==> src/rtl/codec_hostbus_pkg.sv <==
package codec_hostbus_pkg;

    typedef enum logic [2:0] {
        ST_IDLE,
        ST_PIO_RD,
        ST_PIO_WR,
        ST_DMA_RD,
        ST_DMA_WR,
        ST_ACK_ERR,
        ST_SKIP
    } cyc_state_t;

    localparam logic [1:0] ADDR_STATUS = 2'd2;

endpackage

==> src/rtl/codec_sync.sv <==
module codec_sync #(
    parameter int W      = 1,
    parameter int STAGES = 2
) (
    input  logic         clk,
    input  logic         rst_n,
    input  logic [W-1:0] d,
    output logic [W-1:0] q
);
    logic [W-1:0] stg [STAGES];

    always_ff @(posedge clk or negedge rst_n) begin
        if (!rst_n) begin
            for (int i = 0; i < STAGES; i++) stg[i] <= '0;
        end else begin
            stg[0] <= d;
            for (int i = 1; i < STAGES; i++) stg[i] <= stg[i-1];
        end
    end

    assign q = stg[STAGES-1];
endmodule

==> src/rtl/codec_fifo.sv <==
module codec_fifo #(
    parameter int DW    = 8,
    parameter int DEPTH = 4
) (
    input  logic                         clk,
    input  logic                         rst_n,
    input  logic                         push,
    input  logic [DW-1:0]                wdata,
    input  logic                         pop,
    output logic [DW-1:0]                head,
    output logic                         full,
    output logic                         empty,
    output logic [$clog2(DEPTH+1)-1:0]   count
);
    localparam int AW = (DEPTH > 1) ? $clog2(DEPTH) : 1;
    localparam int CW = $clog2(DEPTH+1);

    logic [DW-1:0] mem [DEPTH];
    logic [AW-1:0] wptr, rptr;
    logic          do_push, do_pop;

    assign full    = (count == CW'(DEPTH));
    assign empty   = (count == '0);
    assign do_push = push && !full;
    assign do_pop  = pop && !empty;
    assign head    = mem[rptr];

    function automatic logic [AW-1:0] bump(input logic [AW-1:0] p);
        return (p == AW'(DEPTH-1)) ? '0 : p + 1'b1;
    endfunction

    always_ff @(posedge clk) begin
        if (do_push) mem[wptr] <= wdata;
    end

    always_ff @(posedge clk or negedge rst_n) begin
        if (!rst_n) begin
            wptr  <= '0;
            rptr  <= '0;
            count <= '0;
        end else begin
            if (do_push) wptr <= bump(wptr);
            if (do_pop)  rptr <= bump(rptr);
            unique case ({do_push, do_pop})
                2'b10:   count <= count + 1'b1;
                2'b01:   count <= count - 1'b1;
                default: count <= count;
            endcase
        end
    end
endmodule

==> src/rtl/codec_hostbus.sv <==
module codec_hostbus #(
    parameter int DW          = 8,
    parameter int FIFO_DEPTH  = 4,
    parameter int SYNC_STAGES = 2
) (
    input  logic          clk,
    input  logic          rst_n,
    input  logic          cs_n,
    input  logic          rd_n,
    input  logic          wr_n,
    input  logic          cap_ack_n,
    input  logic          play_ack_n,
    input  logic [1:0]    addr,
    input  logic [DW-1:0] bus_in,
    output logic [DW-1:0] bus_out,
    output logic          bus_oe,
    output logic          xcvr_en_n,
    output logic          xcvr_dir,
    output logic          cap_req,
    output logic          play_req,
    input  logic          cap_push,
    input  logic [DW-1:0] cap_wdata,
    output logic          cap_full,
    input  logic          play_pop,
    output logic [DW-1:0] play_rdata,
    output logic          play_empty
);
    import codec_hostbus_pkg::*;

    localparam int CW = $clog2(FIFO_DEPTH+1);

    // synchronized active-high controls
    logic [4:0]      ctrl_s;
    logic            s_rd, s_wr, s_cs, s_cack, s_pack, s_strb;
    logic [DW+1:0]   dat_s;
    logic [1:0]      s_addr;
    logic [DW-1:0]   s_bus;

    codec_sync #(.W(5), .STAGES(SYNC_STAGES)) u_ctrl_sync (
        .clk (clk),
        .rst_n (rst_n),
        .d   ({~rd_n, ~wr_n, ~cs_n, ~cap_ack_n, ~play_ack_n}),
        .q   (ctrl_s)
    );

    codec_sync #(.W(DW+2), .STAGES(SYNC_STAGES)) u_data_sync (
        .clk (clk),
        .rst_n (rst_n),
        .d   ({addr, bus_in}),
        .q   (dat_s)
    );

    assign {s_rd, s_wr, s_cs, s_cack, s_pack} = ctrl_s;
    assign {s_addr, s_bus} = dat_s;
    assign s_strb = s_rd | s_wr;

    // FIFOs
    logic [DW-1:0] cap_head;
    logic          cap_empty, play_full;
    logic [CW-1:0] cap_cnt, play_cnt;
    logic          cap_pop, play_push;
    logic [DW-1:0] wr_hold;

    codec_fifo #(.DW(DW), .DEPTH(FIFO_DEPTH)) u_cap_fifo (
        .clk (clk), .rst_n (rst_n),
        .push (cap_push), .wdata (cap_wdata),
        .pop (cap_pop), .head (cap_head),
        .full (cap_full), .empty (cap_empty), .count (cap_cnt)
    );

    codec_fifo #(.DW(DW), .DEPTH(FIFO_DEPTH)) u_play_fifo (
        .clk (clk), .rst_n (rst_n),
        .push (play_push), .wdata (wr_hold),
        .pop (play_pop), .head (play_rdata),
        .full (play_full), .empty (play_empty), .count (play_cnt)
    );

    assign cap_req  = !cap_empty;
    assign play_req = !play_full;

    // transceiver controls straight from the pins
    logic pin_qual;
    assign pin_qual  = !cs_n || !cap_ack_n || !play_ack_n;
    assign xcvr_en_n = !((!rd_n || !wr_n) && pin_qual);
    assign xcvr_dir  = !(!rd_n && pin_qual);

    // cycle controller
    cyc_state_t state, state_nx;
    logic       leaving;

    always_comb begin
        state_nx = state;
        unique case (state)
            ST_IDLE: begin
                if (s_strb) begin
                    if (s_cack && s_pack)      state_nx = ST_ACK_ERR;
                    else if (s_cack && s_rd)   state_nx = ST_DMA_RD;
                    else if (s_pack && s_wr)   state_nx = ST_DMA_WR;
                    else if (s_cack || s_pack) state_nx = ST_SKIP;
                    else if (s_cs && s_rd)     state_nx = ST_PIO_RD;
                    else if (s_cs && s_wr)     state_nx = ST_PIO_WR;
                    else                       state_nx = ST_SKIP;
                end
            end
            ST_PIO_RD, ST_PIO_WR, ST_DMA_RD, ST_DMA_WR, ST_ACK_ERR, ST_SKIP: begin
                if (!s_strb) state_nx = ST_IDLE;
            end
            default: state_nx = ST_IDLE;
        endcase
    end

    always_ff @(posedge clk or negedge rst_n) begin
        if (!rst_n) state <= ST_IDLE;
        else        state <= state_nx;
    end

    // registers
    logic [DW-1:0] reg_a, reg_b, reg_c;
    logic [1:0]    addr_hold;
    logic          err_flag;
    logic [DW-1:0] status_word;

    assign status_word = {{(DW-3){1'b0}}, play_full, cap_empty, err_flag};

    // outputs
    always_comb begin
        leaving   = (state != ST_IDLE) && !s_strb;
        cap_pop   = leaving && (state == ST_DMA_RD);
        play_push = leaving && (state == ST_DMA_WR);
        bus_oe    = 1'b0;
        bus_out   = '0;
        unique case (state)
            ST_PIO_RD: begin
                bus_oe = 1'b1;
                unique case (addr_hold)
                    2'd0:        bus_out = reg_a;
                    2'd1:        bus_out = reg_b;
                    ADDR_STATUS: bus_out = status_word;
                    default:     bus_out = reg_c;
                endcase
            end
            ST_DMA_RD: begin
                bus_oe  = 1'b1;
                bus_out = cap_empty ? '0 : cap_head;
            end
            default: ;
        endcase
    end

    always_ff @(posedge clk or negedge rst_n) begin
        if (!rst_n) begin
            addr_hold <= '0;
            wr_hold   <= '0;
            reg_a     <= '0;
            reg_b     <= '0;
            reg_c     <= '0;
            err_flag  <= 1'b0;
        end else begin
            if (state == ST_IDLE && s_strb) addr_hold <= s_addr;
            if ((state == ST_PIO_WR || state == ST_DMA_WR) && s_strb) wr_hold <= s_bus;
            if (leaving && state == ST_PIO_WR) begin
                unique case (addr_hold)
                    2'd0:        reg_a <= wr_hold;
                    2'd1:        reg_b <= wr_hold;
                    ADDR_STATUS: if (wr_hold[0]) err_flag <= 1'b0;
                    default:     reg_c <= wr_hold;
                endcase
            end
            if (leaving && state == ST_ACK_ERR) err_flag <= 1'b1;
        end
    end
endmodule

==> config.mk <==
export PLATFORM = sky130hd
export DESIGN_NAME = codec_hostbus
export DESIGN_NICKNAME = d
export VERILOG_FILES = /design/src/rtl/codec_hostbus_pkg.sv /design/src/rtl/codec_sync.sv /design/src/rtl/codec_fifo.sv /design/src/rtl/codec_hostbus.sv
export SDC_FILE = /design/constraint.sdc
export NUM_CORES = 1
export LEC_CHECK = 0
export CAP_MARGIN = 20
export CORE_MARGIN = 10
export CORE_UTILIZATION = 40
export DETAILED_ROUTE_END_ITERATION = 16
export DONT_BUFFER_PORTS = 1
export PLACE_DENSITY_LB_ADDON = 0.2
export SETUP_SLACK_MARGIN = 0.5
export SYNTH_ARGS = -nofsm -noshare
export SYNTH_HDL_FRONTEND = slang
export SYNTH_HIERARCHICAL = 1
export SYNTH_SLANG_ARGS = --single-unit
==> constraint.sdc <==
create_clock -name clk -period 6.7 [get_ports clk]
set_input_delay 1.34 -clock clk [delete_from_list [all_inputs] [get_ports clk]]
set_output_delay 1.34 -clock clk [all_outputs]
set_load 0.02 [all_outputs]
; Yosys cells after proc, flatten, opt, wreduce, memory -nomap -nowiden
; Memory sizes are Yosys's and may differ from the RTL's.
; Index checks and enable logic that the tools add are counted.
[classes]
addsub = 8
n_mul = 0
div = 0
order_cmp = 0
n_eq_ne = 20
shift = 0
n_mux = 27
bitwise = 7
reduce_logical = 53
[op_table]
columns = operator, n
row1 = 3-bit 2-to-1 mux, 8
row2 = 8-bit one-hot mux with 3 select lines, 1
row3 = 1-bit logical AND, 18
row4 = 3-bit one-hot mux with 2 select lines, 3
row5 = 8-bit one-hot mux with 2 select lines, 1
row6 = "3-bit equality test, second input constant", 5
row7 = "2-bit equality test, second input constant", 7
row8 = 1-bit logical NOT, 12
row9 = 2-bit nonzero test, 5
row10 = 3-bit logical NOT, 3
row11 = 1-bit 2-to-1 mux, 9
row12 = "2-bit by 1-bit adder with 2-bit output, second input constant", 4
row13 = 2-bit 2-to-1 mux, 4
row14 = 8-bit 2-to-1 mux, 1
row15 = 2-bit AND reduction, 4
row16 = "3-bit by 1-bit adder with 3-bit output, second input constant", 2
row17 = "2-bit by 1-bit equality test with 1-bit output, second input constant", 3
row18 = "3-bit by 2-bit equality test with 1-bit output, second input constant", 2
row19 = 1-bit inverter, 6
row20 = 6-bit OR reduction, 1
row21 = "3-bit by 1-bit subtractor with 3-bit output, second input constant", 2
row22 = 1-bit logical OR, 5
row23 = "2-bit != test, second input constant", 2
row24 = "3-bit by 1-bit equality test with 1-bit output, second input constant", 1
row25 = 6 further kinds, 6
[totals]
regBits = 82
latch_bits = 0
ram_bits = 64
mem_bits_ro = 0
out_inout_bits = 23
elab_cells = 134
memories = 2
[mem_list]
columns = name, words, word_bits, read_ports, rd_ports_with_merged_regs, write_ports, line
row1 = u_cap_fifo.mem, 4, 8, 1, 0, 1, codec_fifo.sv:18  ; logic [DW-1:0] mem [DEPTH];
row2 = u_play_fifo.mem, 4, 8, 1, 0, 1, codec_fifo.sv:18

; Logic depth before layout (Yosys ltp)
[logic_depth]
word_depth = 9
mapped_depth = 13
mapped_depth_nobuf = 11

; By module
; Netlist, hierarchy kept.
[by_module_without_submodules]
columns = module, n_inst, cells_per_inst, area_each_um2
row1 = codec_hostbus, 1, 162, 1975.6
row2 = codec_fifo at u_play_fifo, 1, 82, 1636.6
row3 = codec_fifo at u_cap_fifo, 1, 83, 1611.5
row4 = codec_sync at u_data_sync, 1, 30, 575.6
row5 = codec_sync at u_ctrl_sync, 1, 15, 287.8

; Worst setup path before layout
; No wires, ideal clock.
[synth_path]
path_type = input to output
from = input port wr_n
to = output port xcvr_en_n
t_arrival_ps = 1857
path_slack_ps = 3503
cell_stages = 2
path_cell_list = inv_1 o21ai_0
[synth_between]
elab_chain_len = 4
[synth_rtl]
columns = element, line
row1 = start: declaration, codec_hostbus.sv:10  ; input logic wr_n,
row2 = 1-bit logical NOT, codec_hostbus.sv:84  ; assign xcvr_en_n = !((!rd_n || !wr_n) && pin_qual);
row3 = 1-bit logical OR, codec_hostbus.sv:84
row4 = 1-bit logical AND, codec_hostbus.sv:84
row5 = 1-bit logical NOT, codec_hostbus.sv:84
row6 = end: declaration, codec_hostbus.sv:17  ; output logic xcvr_en_n,
; No other way between the ends.

; Final worst setup path
[layout_path]
from = register state[1]
to = output port bus_out[7]
[layout_between]
elab_chain_len = 2
word_cells_on_any_way = 3
[layout_rtl]
columns = element, line
row1 = start: declaration, codec_hostbus.sv:88  ; cyc_state_t state, state_nx;
row2 = start signal: assignment, codec_hostbus.sv:114  ; else state <= state_nx;
row3 = 3-bit by 2-bit equality test with 1-bit output or 3-bit by 1-bit equality test with 1-bit output (tied branches), codec_hostbus.sv:132  ; unique case (state)
row4 = 8-bit one-hot mux with 2 select lines (*), codec_hostbus.sv:132
row5 = end: declaration, codec_hostbus.sv:15  ; output logic [DW-1:0] bus_out,
; Mark *: on every way between the ends. The rest lies on a longest branch, timed or not.

==> flow_summary.json <==
{
  "reg2regPathDepth": 10,
  "cpMaxStageDelayCell": "dfrtp_1",
  "cts-buffers-inserted": 17,
  "cts.clk_slew.worst_paths_ps": 60,
  "final_core_util": 0.448,
  "clk_path_buf_depth": 2,
  "seq_area_frac_synth": 0.653,
  "cts-hold-fix-buffers": 0,
  "wl_mm": 10.8,
  "row_count": 45,
  "slowest_delay_ps": 650,
  "maxCapViolCount": 0,
  "crit_chain": "inv_1, nor3_2, a22o_1",
  "maxSlewViolCount": 0,
  "yosys_register_bits": 146,
  "grt_max_degree": 83,
  "track_usage": 0.113,
  "yosys_most_used_dff": "dfrtp_1",
  "drc_errors": 0,
  "wl_met3_um": 464,
  "top_layer_used": "met4",
  "p_leak_nw": 2.74,
  "syn_area_per_cell_um2": 16.4,
  "netlist_area_um2": 6090,
  "final_net_count": 405,
  "globalplace.congestion": 0.721,
  "final_hold_viol_count": 0,
  "instances_no_fill": 565,
  "final.setup.worst_slack_ps": 3170,
  "clock_latency_ps": 420,
  "critPathLaunchType": "flop",
  "whs_path_depth": 0,
  "clock-sinks": 146,
  "io_pins": 50,
  "post-route-min-period_ps": 3530,
  "synthCells": 372,
  "io_buffers": 0,
  "slew_headroom": 0.520,
  "chipHeight_um": 143,
  "synthArstFlopShare": 0.562,
  "drive_gt1_frac": 0.302,
  "grt_pass1_vias": 3075,
  "dp_cells": 533,
  "timing.final.crit_share": 0.528,
  "htree_levels": 4,
  "p_per_area_nw_per_um2": 457,
  "cts-resized-gates": 0,
  "final_common_cell": "dfrtp_1",
  "num_vias": 2888,
  "layout_common_cells": "dfrtp_1 (82), edfxtp_1 (64), mux2_2 (37)",
  "tns_ps": 0,
  "hold_class": "flop to flop",
  "worstSetupPathType": "flop to primary output",
  "dp_hpwl_mm": 7.31,
  "area_growth_syn_to_layout_pct": 10.5,
  "cts_tree": "built",
  "status": "finished, final reports clean",
  "antenna_found_initial": 0,
  "fp.dieW_um": 143,
  "synth_edf_count": 64,
  "vdd_drop_max_mv": 0.229,
  "grt_setup_unrepaired": "no",
  "cp_max_fo": 12,
  "place_ws_ps": 3450,
  "synth_warnings": 6,
  "grt_pass1_wl_mm": 17.1,
  "n_antenna_cell": 0,
  "worstPathArrival_ps": 2190,
  "drt-initial-drc-count": 148,
  "end_kind": "primary output",
  "finalSetupViolations": 0,
  "max_freq_mhz": 283,
  "ys_types": 51,
  "ant_nets": 0,
  "synth_nets": 413,
  "dr.pass1.iters": 4,
  "crit_required_ps": 5360,
  "met2_length_mm": 5.55,
  "fin_worst_skew_ps": 7.83,
  "cts_root_buf": "clkbuf_16",
  "die_area_um2": 20600,
  "grt_overflow": 0,
  "wl_per_cell_um": 19.1,
  "post_cts.repair.setup_buffers": 0,
  "vias_per_cell": 5.11,
  "start_util": 0.405,
  "worst_pin_slew_ps": 719,
  "met1Wirelength_mm": 4.61,
  "fp.coreArea_um2": 15000
}
## cell usage after synthesis, drive strengths merged (2+ instances only)
cell type	n	area, um^2
a21oi	5	25.0
a22o	7	61.3
and2	6	45.1
and3	4	30.0
buf	24	174
clkbuf	3	21.3
dfrtp	82	2050
edfxtp	64	1920
fa	2	40.0
ha	12	150
inv	27	101
mux2	42	492
mux2i	7	70.1
mux4	18	405
nand2	10	45.0
nand2b	3	26.3
nand3	2	10.0
nand4	2	33.8
nor2	15	58.8
nor2b	3	26.3
nor3	5	51.3
nor3b	3	45.1
o21ai	8	40.0
xnor2	3	26.3
xor2	4	35.0
## worst max-delay path: cells and delay by family, from the launching register on
kind / cells / cell delay (ps)
flip-flops: 1 / 650
AO/OA/AOI/OAI: 1 / 390
buffers and inverters: 1 / 170
AND/OR/NAND/NOR: 1 / 570
## final timing paths
kind	start	to	slack [ps]
worst max-delay path	state[1]	bus_out[7]	3170
worst min-delay path	u_data_sync/stg[11]	u_data_sync/q[1]	340
worst max register to register	u_ctrl_sync/q[4]	u_play_fifo/count[2]	4140
worst min register to register	u_data_sync/stg[11]	u_data_sync/q[1]	340
max in group asynchronous	rst_n	reg_b[2]	5940
min in group asynchronous	rst_n	u_data_sync/stg[10]	620
## routing by layer
metal / up-vias / GRT usage
met5: - / 0
met4: 0 / 0.0494
met3: 12 / 0.0383
met2: 57 / 0.185
met1: 1497 / 0.131
li1: 1322 / -
## where the power goes
part / total (mW) / internal [mW] / switching [mW]
sequential: 1.44 / 1.17 / 0.264
clock: 0.939 / 0.579 / 0.360
combinational: 0.699 / 0.369 / 0.330
## sequential cells by signal, summed over array words and instances, names as in the netlist, 5 cells and up
register         flops
u_data_sync/q       10
reg_b                8
u_ctrl_sync/stg      5
reg_c                8
u_data_sync/stg     10
reg_a                8
u_ctrl_sync/q        5
u_cap_fifo/mem      32
wr_hold              8
u_play_fifo/mem     32
## stage by stage
stage	total power [mW]	hold slack, ps	cell area, um^2
6_report	3.07	343	6730
5_1_grt	3.25	353	6730
4_1_cts	3.13	343	6730
3_5_place_dp	2.17	335	6130
3_3_place_gp	2.14	336	6130
2_1_floorplan	2.00	331	6090
## cells by family after synthesis
group	synth area share
AND/OR/NAND/NOR	0.0693
multiplexers	0.159
AO/OA/AOI/OAI	0.0290
flip-flops	0.653
adder cells (fa/ha/maj)	0.0312
buffers and inverters	0.0487
XOR/XNOR	0.0101
## layout make-up
cell class	instances	area [um^2]
Fill cell	1321	8300
Multi-Input combinational cell	172	1820
Clock inverter	9	91.3
Tap cell	188	235
Inverter	27	101
Clock buffer	23	510
Sequential cell	146	3970
Power figures use the tool's default switching activity.
